===== config.mk =====
export PLATFORM = sky130hd
export DESIGN_NAME = pbm_top
export DESIGN_NICKNAME = d
export VERILOG_FILES = /design/src/rtl/pbm_pkg.sv /design/src/rtl/pbm_cop_map.sv /design/src/rtl/pbm_host_map.sv /design/src/rtl/pbm_bank_reg.sv /design/src/rtl/pbm_arbiter.sv /design/src/rtl/pbm_top.sv
export SDC_FILE = /design/constraint.sdc
export NUM_CORES = 1
export LEC_CHECK = 0
export ABC_AREA = 0
export BUFFER_PORTS_ARGS = -buffer_cell sky130_fd_sc_hd__buf_2
export CAP_MARGIN = 20
export CORE_MARGIN = 4
export CORE_UTILIZATION = 27
export CTS_CLUSTER_SIZE = 30
export DETAILED_ROUTE_END_ITERATION = 6
export PLACE_DENSITY = 0.8
export REMOVE_ABC_BUFFERS = 1
export SLEW_MARGIN = 20
export SYNTH_ARGS = -nofsm -noshare
export SYNTH_HDL_FRONTEND = slang
export SYNTH_SLANG_ARGS = --single-unit

===== constraint.sdc =====
create_clock -name clk -period 1.1 [get_ports clk]
set_clock_uncertainty 0.05 [all_clocks]
set_input_delay 0.165 -clock clk [delete_from_list [all_inputs] [get_ports clk]]
set_output_delay 0.165 -clock clk [all_outputs]
set_load 0.01 [all_outputs]

===== src/rtl/pbm_pkg.sv =====
package pbm_pkg;
  // Which master owns the RAM port on a given cycle
  typedef enum logic [1:0] {
    SRC_NONE = 2'd0,
    SRC_COP  = 2'd1,
    SRC_HOST = 2'd2
  } src_e;

  // Per-master request summary after address mapping
  typedef struct packed {
    logic       valid;
    logic       bad;
    logic       we;
    logic [1:0] be;
  } req_t;
endpackage


===== src/rtl/pbm_cop_map.sv =====
module pbm_cop_map #(
  parameter int CA_W   = 24,
  parameter int RAM_AW = 15
) (
  input  logic              cop_valid,
  input  logic [CA_W-1:0]   cop_addr,
  input  logic              cop_we,
  input  logic [1:0]        cop_be,
  output pbm_pkg::req_t     req,
  output logic [RAM_AW-1:0] waddr
);
  // Only the bits that select a word in the physical RAM matter.
  // Everything above them wraps, so the high start-up vector lands inside the RAM.
  assign waddr = cop_addr[RAM_AW:1];

  logic unused_cop_bits;
  assign unused_cop_bits = ^{cop_addr[CA_W-1:RAM_AW+1], cop_addr[0]};

  always_comb begin
    req.valid = cop_valid;
    req.bad   = (cop_be != 2'b11);   // byte-wide coprocessor cycles are refused
    req.we    = cop_we;
    req.be    = 2'b11;
  end
endmodule


===== src/rtl/pbm_host_map.sv =====
module pbm_host_map #(
  parameter bit LARGE_RAM   = 1'b1,
  parameter bit BANK_STRICT = 1'b0,
  parameter int HOST_OFF_W  = 14,
  parameter int BANK_W      = 2,
  parameter int RAM_AW      = 15
) (
  input  logic                  host_valid,
  input  logic [BANK_W-1:0]     bank,
  input  logic [HOST_OFF_W-1:0] host_off,
  input  logic                  host_we,
  input  logic [1:0]            host_be,
  output pbm_pkg::req_t         req,
  output logic [RAM_AW-1:0]     waddr
);
  logic bank_err;
  logic unused_host_bits;

  generate
    if (LARGE_RAM) begin : g_banked
      // Every bank is a distinct slice of the RAM
      assign waddr            = {bank, host_off[HOST_OFF_W-1:1]};
      assign bank_err         = 1'b0;
      assign unused_host_bits = host_off[0];
    end else begin : g_single
      // One physical slice; it is officially bank all-ones
      assign waddr = host_off[HOST_OFF_W-1:1];
      if (BANK_STRICT) begin : g_strict
        assign bank_err = (bank != {BANK_W{1'b1}});
      end else begin : g_alias
        assign bank_err = 1'b0;
      end
      assign unused_host_bits = ^{host_off[0], bank};
    end
  endgenerate

  always_comb begin
    req.valid = host_valid;
    req.bad   = bank_err;
    req.we    = host_we;
    req.be    = host_be;
  end
endmodule


===== src/rtl/pbm_bank_reg.sv =====
module pbm_bank_reg #(
  parameter int BANK_W = 2
) (
  input  logic              clk,
  input  logic              rst_n,
  input  logic              bank_we,
  input  logic [BANK_W-1:0] bank_wdata,
  output logic [BANK_W-1:0] bank_q
);
  always_ff @(posedge clk or negedge rst_n) begin
    if (!rst_n)       bank_q <= '0;
    else if (bank_we) bank_q <= bank_wdata;
  end


  bank_load_chk: assert property (@(posedge clk) disable iff (!rst_n)
    bank_we |=> (bank_q == $past(bank_wdata)));

  bank_hold_chk: assert property (@(posedge clk) disable iff (!rst_n)
    !bank_we |=> $stable(bank_q));
endmodule


===== src/rtl/pbm_arbiter.sv =====
module pbm_arbiter #(
  parameter int RAM_AW = 15,
  parameter int DW     = 16
) (
  input  logic              clk,
  input  logic              rst_n,
  input  pbm_pkg::req_t     cop_req,
  input  logic [RAM_AW-1:0] cop_waddr,
  input  logic [DW-1:0]     cop_wdata,
  input  pbm_pkg::req_t     host_req,
  input  logic [RAM_AW-1:0] host_waddr,
  input  logic [DW-1:0]     host_wdata,
  output logic              host_ready,
  output logic              ram_en,
  output logic              ram_we,
  output logic [1:0]        ram_be,
  output logic [RAM_AW-1:0] ram_addr,
  output logic [DW-1:0]     ram_wdata,
  output logic              cop_rsp_valid,
  output logic              cop_rsp_err,
  output logic              host_rsp_valid,
  output logic              host_rsp_err
);
  import pbm_pkg::*;

  src_e owner;

  // Fixed priority: the coprocessor always wins
  always_comb begin
    if (cop_req.valid)       owner = SRC_COP;
    else if (host_req.valid) owner = SRC_HOST;
    else                     owner = SRC_NONE;
  end

  assign host_ready = !cop_req.valid;

  always_comb begin
    ram_en    = 1'b0;
    ram_we    = 1'b0;
    ram_be    = 2'b00;
    ram_addr  = host_waddr;
    ram_wdata = host_wdata;
    unique case (owner)
      SRC_COP: begin
        ram_en    = !cop_req.bad;
        ram_we    = cop_req.we && !cop_req.bad;
        ram_be    = cop_req.be;
        ram_addr  = cop_waddr;
        ram_wdata = cop_wdata;
      end
      SRC_HOST: begin
        ram_en = !host_req.bad;
        ram_we = host_req.we && !host_req.bad;
        ram_be = host_req.be;
      end
      default: ;
    endcase
  end

  always_ff @(posedge clk or negedge rst_n) begin
    if (!rst_n) begin
      cop_rsp_valid  <= 1'b0;
      cop_rsp_err    <= 1'b0;
      host_rsp_valid <= 1'b0;
      host_rsp_err   <= 1'b0;
    end else begin
      cop_rsp_valid  <= (owner == SRC_COP);
      cop_rsp_err    <= (owner == SRC_COP) && cop_req.bad;
      host_rsp_valid <= (owner == SRC_HOST);
      host_rsp_err   <= (owner == SRC_HOST) && host_req.bad;
    end
  end


  cop_first_chk: assert property (@(posedge clk) disable iff (!rst_n)
    cop_req.valid |-> (!host_ready && ram_addr == cop_waddr));

  cop_rsp_chk: assert property (@(posedge clk) disable iff (!rst_n)
    cop_req.valid |=> cop_rsp_valid);

  host_rsp_chk: assert property (@(posedge clk) disable iff (!rst_n)
    (host_req.valid && host_ready) |=> host_rsp_valid);

  rsp_single_chk: assert property (@(posedge clk) disable iff (!rst_n)
    !(cop_rsp_valid && host_rsp_valid));

  cop_byte_block_chk: assert property (@(posedge clk) disable iff (!rst_n)
    (cop_req.valid && cop_req.bad) |-> (!ram_en ##1 cop_rsp_err));
endmodule


===== src/rtl/pbm_top.sv =====
module pbm_top #(
  parameter bit LARGE_RAM   = 1'b1,
  parameter bit BANK_STRICT = 1'b0,
  parameter int CA_W        = 24,
  parameter int HOST_OFF_W  = 14,
  parameter int BANK_W      = 2,
  parameter int DW          = 16,
  localparam int RAM_AW     = LARGE_RAM ? (HOST_OFF_W + BANK_W - 1) : (HOST_OFF_W - 1)
) (
  input  logic                  clk,
  input  logic                  rst_n,
  input  logic                  bank_we,
  input  logic [BANK_W-1:0]     bank_wdata,
  output logic [BANK_W-1:0]     bank_q,
  input  logic                  cop_valid,
  output logic                  cop_ready,
  input  logic [CA_W-1:0]       cop_addr,
  input  logic                  cop_we,
  input  logic [1:0]            cop_be,
  input  logic [DW-1:0]         cop_wdata,
  output logic                  cop_rsp_valid,
  output logic                  cop_rsp_err,
  output logic [DW-1:0]         cop_rdata,
  input  logic                  host_valid,
  output logic                  host_ready,
  input  logic [HOST_OFF_W-1:0] host_off,
  input  logic                  host_we,
  input  logic [1:0]            host_be,
  input  logic [DW-1:0]         host_wdata,
  output logic                  host_rsp_valid,
  output logic                  host_rsp_err,
  output logic [DW-1:0]         host_rdata,
  output logic                  ram_en,
  output logic                  ram_we,
  output logic [1:0]            ram_be,
  output logic [RAM_AW-1:0]     ram_addr,
  output logic [DW-1:0]         ram_wdata,
  input  logic [DW-1:0]         ram_rdata
);
  pbm_pkg::req_t     cop_req, host_req;
  logic [RAM_AW-1:0] cop_waddr, host_waddr;

  assign cop_ready  = 1'b1;
  assign cop_rdata  = ram_rdata;
  assign host_rdata = ram_rdata;

  pbm_bank_reg #(.BANK_W(BANK_W)) u_bank (
    .clk(clk), .rst_n(rst_n), .bank_we(bank_we),
    .bank_wdata(bank_wdata), .bank_q(bank_q)
  );

  pbm_cop_map #(.CA_W(CA_W), .RAM_AW(RAM_AW)) u_cop (
    .cop_valid(cop_valid), .cop_addr(cop_addr), .cop_we(cop_we),
    .cop_be(cop_be), .req(cop_req), .waddr(cop_waddr)
  );

  pbm_host_map #(
    .LARGE_RAM(LARGE_RAM), .BANK_STRICT(BANK_STRICT),
    .HOST_OFF_W(HOST_OFF_W), .BANK_W(BANK_W), .RAM_AW(RAM_AW)
  ) u_host (
    .host_valid(host_valid), .bank(bank_q), .host_off(host_off),
    .host_we(host_we), .host_be(host_be), .req(host_req), .waddr(host_waddr)
  );

  pbm_arbiter #(.RAM_AW(RAM_AW), .DW(DW)) u_arb (
    .clk(clk), .rst_n(rst_n),
    .cop_req(cop_req), .cop_waddr(cop_waddr), .cop_wdata(cop_wdata),
    .host_req(host_req), .host_waddr(host_waddr), .host_wdata(host_wdata),
    .host_ready(host_ready),
    .ram_en(ram_en), .ram_we(ram_we), .ram_be(ram_be),
    .ram_addr(ram_addr), .ram_wdata(ram_wdata),
    .cop_rsp_valid(cop_rsp_valid), .cop_rsp_err(cop_rsp_err),
    .host_rsp_valid(host_rsp_valid), .host_rsp_err(host_rsp_err)
  );


  cop_fold_chk: assert property (@(posedge clk) disable iff (!rst_n)
    (cop_valid && cop_be == 2'b11) |-> (ram_en && ram_addr == cop_addr[RAM_AW:1]));

  host_strobe_chk: assert property (@(posedge clk) disable iff (!rst_n)
    (host_valid && host_ready && ram_en) |-> (ram_be == host_be));

  host_wdata_chk: assert property (@(posedge clk) disable iff (!rst_n)
    (host_valid && host_ready && ram_we) |-> (ram_wdata == host_wdata && host_we));
endmodule


---- Word-level counts from Yosys, hierarchy flattened ----
Cells that the tools add are included.
operators by class
  add/subtract/negate cells ............... 0
  eq/ne operators ......................... 3
  reductions and logical operators ........ 4
  order comparisons ....................... 0
  $mul .................................... 0
  bitwise operators ....................... 0
  shifts and indexed selects .............. 0
  mux-type cells .......................... 7
  div/mod/pow operators ................... 0
operators with widths
  operator                                        count
  2-to-1 mux 16 bit                               1
  2-to-1 mux 15 bit                               1
  2-to-1 mux 2 bit                                2
  case mux 1 bit (2 select lines)                 2
  case mux 2 bit (2 select lines)                 1
  == test 2 x 1 -> 1 bit (second input constant)  1
  == test 2 bit (second input constant)           1
  logical AND 1 bit                               2
  logical NOT 1 bit                               2
  inequality test 2 bit (second input constant)   1
word-level totals
  output and inout bits ................... 75
  RAM bits ................................ 0
  latch bits .............................. 0
  memories ................................ 0
  register bits ........................... 5
  word-level logic and storage cells ...... 18
  input port bits ......................... 99
  memory bits (read-only) ................. 0

---- Longest topological paths before layout ----
  word-level depth ........................ 4
  depth in mapped cells ................... 4
  gate-level depth less buffers ........... 2

---- Hierarchy ----
From an unflattened synthesis, not the netlist that was laid out.
second synthesis, totals
  cell total of the unflattened synthesis .. 131
  area total of the unflattened synthesis .. 1,263.7 um2
by module, submodules not included
  module        area an instance (um2)  instances  sequential area each (um2)  cells each
  pbm_arbiter   635.6                   1          100.1                       51
  pbm_top       251.5                   1          0.0                         34
  pbm_host_map  153.9                   1          0.0                         21
  pbm_cop_map   150.1                   1          0.0                         21
  pbm_bank_reg  72.6                    1          50.0                        4

---- Worst setup path after synthesis ----
Ideal clock, no wire load.
  kind .................................... in2out
  start ................................... input cop_valid
  end ..................................... output ram_we
  arrival time ............................ 761 ps
  stages .................................. 4
  buffers on the path ..................... 2
  required time ........................... 885 ps
  setup slack ............................. 124 ps
  path through ............................ buf_6 > buf_12 > inv_1 > o2bb2ai_1
on the way
  word-level cells in the longest chain between the ends .. 3
  elaborated cells on any way between the ends .. 4
  those cells by class .................... eq/ne: 2; mux: 2
RTL lines
  item                                                     RTL line           text
  start, declared                                          pbm_top.sv:15      input logic cop_valid,
  2-to-1 mux 2 bit *                                       pbm_arbiter.sv:30  if (cop_req.valid) owner = SRC_COP;
  == test 2 bit or == test 2 x 1 -> 1 bit (tied branches)  pbm_arbiter.sv:43  unique case (owner)
  case mux 1 bit (2 select lines) *                        pbm_arbiter.sv:43
  end, declared                                            pbm_top.sv:34      output logic ram_we,
Mark *: on every way between the ends. The rest lies on a longest branch, timed or not.

---- Final worst setup path ----
  start ................................... register u_bank.bank_q[1]
  end ..................................... output ram_addr[14]
on the way
  word-level cells in the longest chain between the ends .. 1
RTL lines
  item                    RTL line            text
  start, declared         pbm_bank_reg.sv:8   output logic [BANK_W-1:0] bank_q
  start signal, assigned  pbm_bank_reg.sv:12  else if (bank_we) bank_q <= bank_wdata;
  2-to-1 mux 15 bit       pbm_arbiter.sv:43
  end, declared           pbm_top.sv:36       output logic [RAM_AW-1:0] ram_addr,
No other way between the ends.

==> qor.yml <==
sta:
  max_clock_freq_mhz: 839
  hold_viol: 0
  finalCritPeriodShare_pct: 108
  drv_slew: 0
  setup_slack_ns: -0.0924
  rsz0062_at_grt: "true"
  finalSetupViolations: 2
  finalCriticalPeriod_ns: 1.19
global_routing:
  grt_pass1_vias: 989
  grt_max_degree: 9
  grt_antenna_before_repair: 0
  grt_overflow: 0
  track_usage_pct: 13.5
  grt_pass1_wl_mm: 4.55
die:
  die_h_um: 68.6
  rows: 21
  start_util_pct: 28.8
  core_um2: 3440
  dieWidth_um: 68.6
  die_area_um2: 4710
  ios: 174
logic_synthesis:
  synth_top_area_cell: "mux2_4"
  avgSynthCellArea_um2: 11.1
  ys_seq_elements: 5
  synthCells: 89
  syn_area_um2: 992
  ys_warn_count: 0
  synth_cell_types: 15
  synth.top_cell.area_share_pct: 42.4
  synth_area_leaders: "mux2_4 (42%), buf_4 (26%), dfrtp_1 (13%)"
  seq_area_frac_synth_pct: 12.6
clocking:
  root_buffer: "clkbuf_8"
  clk_latency_ns: 0.22
  cts_buffer_depth: 2
  clkTransAtPathRegs_ns: 0.04
  cts.sinks: 5
  cts_buffers: 3
  htreeDepth: 1
  cts_tree: "built"
route:
  wirelength_met1_mm: 1.21
  dr_wl_met2_mm: 1.68
  vias: 980
  drt-vias-per-instance: 4.39
  totalWireLength_mm: 3.65
  drc: 0
  top_layer: "met5"
  drt_iter0_drc: 23
  avgRoutedWirePerCell_um: 16.4
  ant_nets: 0
  wl_met3_um: 702
  drtPass1Iterations: 2
final_layout:
  regArea_um2: 125
  layout-drive-gt1-share_pct: 90.4
  fill_cells: 336
  diodes: 0
  final_cell_area_um2: 1590
  fin_util_pct: 46.1
  nets: 277
  multi_input_area_um2: 548
  syn_to_final_growth_pct: 59.8
  final_cells: 223
critical_path:
  path_buf_inv: 1
  critical_path_class: "reg2out"
  critPathCaptureType: "output port"
  cp_slowest_cell: "dfrtp_1"
  worstPathRequired_ns: 0.88
  crit_family: "flip-flops"
  cp.arrival_ns: 0.98
  slowest_delay_ns: 0.37
  crit_chain: "mux2_4 -> buf_6"
  critPathLaunchType: "flop"
  critPathMaxFanout: 2
power:
  powerDensity_nw_per_um2: 747
  max-vdd-ir-drop_v: 0.000303
  p_total_mw: 1.18
  p_leak_nw: 0.932
placed_design:
  portBuffers: 113
  place_congestion: 0.758
  dp_slack_ns: -0.108
  dp_cells: 213
  hpwlAfterDp_mm: 3.14
  placed_cell_area_um2: 1330
job:
  cap_violations: 0
run_status:
  violations: "setup timing"
  status: "finished with violations"
worst_hold_path:
  hold_path.class: "in2reg"
## report_power, final
group | internal, mW | leakage [nW] | switching (mW) | total (mW)
Clock | 0.248 | 0.0228 | 0.0850 | 0.333
Sequential | 0.199 | 0.0602 | 0.00524 | 0.204
Combinational | 0.413 | 0.849 | 0.235 | 0.648
Total | 0.860 | 0.932 | 0.325 | 1.18
## area by class of cell
| class | instances | share of cell area (%) |
|---|---|---|
| flip-flops and latches | 5 | 7.89 |
| multi-input cells | 44 | 34.6 |
| inverters | 1 | 0.237 |
| repair buffers | 123 | 50.8 |
| well taps | 46 | 3.63 |
| clock buffers | 4 | 2.84 |
## logic make-up (layout without fill, tap and decap cells)
kind of cell	Yosys count	after routing	synth area share, %
AND/OR/NAND/NOR	6	6	2.65
buffers and inverters	40	128	33.7
flip-flops	5	5	12.6
other	2	2	0.757
multiplexers	33	33	48.0
AO/OA/AOI/OAI	3	3	2.27
## synthesized netlist by cell type
| cell | instances |
|---|---|
| a31o_2 | 1 |
| a21oi_1 | 1 |
| o2bb2ai_1 | 1 |
| mux2_4 | 28 |
| buf_6 | 1 |
| nand3_1 | 1 |
| inv_1 | 1 |
| nor2b_1 | 1 |
| dfrtp_1 | 5 |
| buf_12 | 3 |
| nand2_1 | 4 |
| conb_1 | 2 |
| mux2_2 | 5 |
| clkbuf_1 | 1 |
| buf_4 | 34 |
## layer usage
metal	up-vias	GRT usage (%)
met5	-	10.0
met4	2	4.47
met3	4	10.5
met2	107	20.1
met1	429	13.6
li1	438	-
## placed cells by master (no fill, tap or decap)
cell           instances
buf_2                102
mux2_4                30
buf_6                 10
dfrtp_1                5
nand2_1                4
buf_4                  4
mux2_2                 3
clkbuf_8               3
buf_16                 3
buf_12                 3
conb_1                 2
inv_1                  1
nor2b_4                1
nand3_1                1
o2bb2ai_1              1
a31o_2                 1
a21oi_1                1
clkbuf_1               1
dlygate4sd3_1          1
## through the flow
stage	hold slack [ns]	setup TNS [ns]
2_1_floorplan	-0.181	0
3_3_place_gp	-0.0695	-1.98
3_5_place_dp	-0.0659	-2.54
4_1_cts	0.0929	-0.195
5_1_grt	0.0913	-0.232
6_report	0.0959	-0.179
## final timing paths
check | to | cells after the start | start | slack (ns)
max | ram_addr[14] | 2 | u_bank.bank_q[1]$_DFFE_PN0P_ | -0.09
min | u_arb.cop_rsp_err$_DFF_PN0_ | 2 | cop_be[1] | 0.1
max reg2reg | u_bank.bank_q[1]$_DFFE_PN0P_ | 2 | u_bank.bank_q[1]$_DFFE_PN0P_ | 0.17
min reg2reg | u_bank.bank_q[0]$_DFFE_PN0P_ | 2 | u_bank.bank_q[0]$_DFFE_PN0P_ | 0.55
max in group asynchronous | u_bank.bank_q[0]$_DFFE_PN0P_ | 2 | rst_n | 0.61
min in group asynchronous | u_bank.bank_q[1]$_DFFE_PN0P_ | 2 | rst_n | 0.26
## state kept, by name (all words and copies together) (netlist names)
| name | flops |
|---|---|
| u_arb.cop_rsp_err | 1 |
| u_bank.bank_q | 2 |
| u_arb.cop_rsp_valid | 1 |
| u_arb.host_rsp_valid | 1 |
## what timing repair did
item	4_1_cts	5_1_grt
gates resized for setup	13	12
endpoints found under the setup margin	32	11
hold buffers	1	0
setup buffers	2	0
cloned	3	0
hold endpoints to repair	5	0
Power figures use the tool's default switching activity.
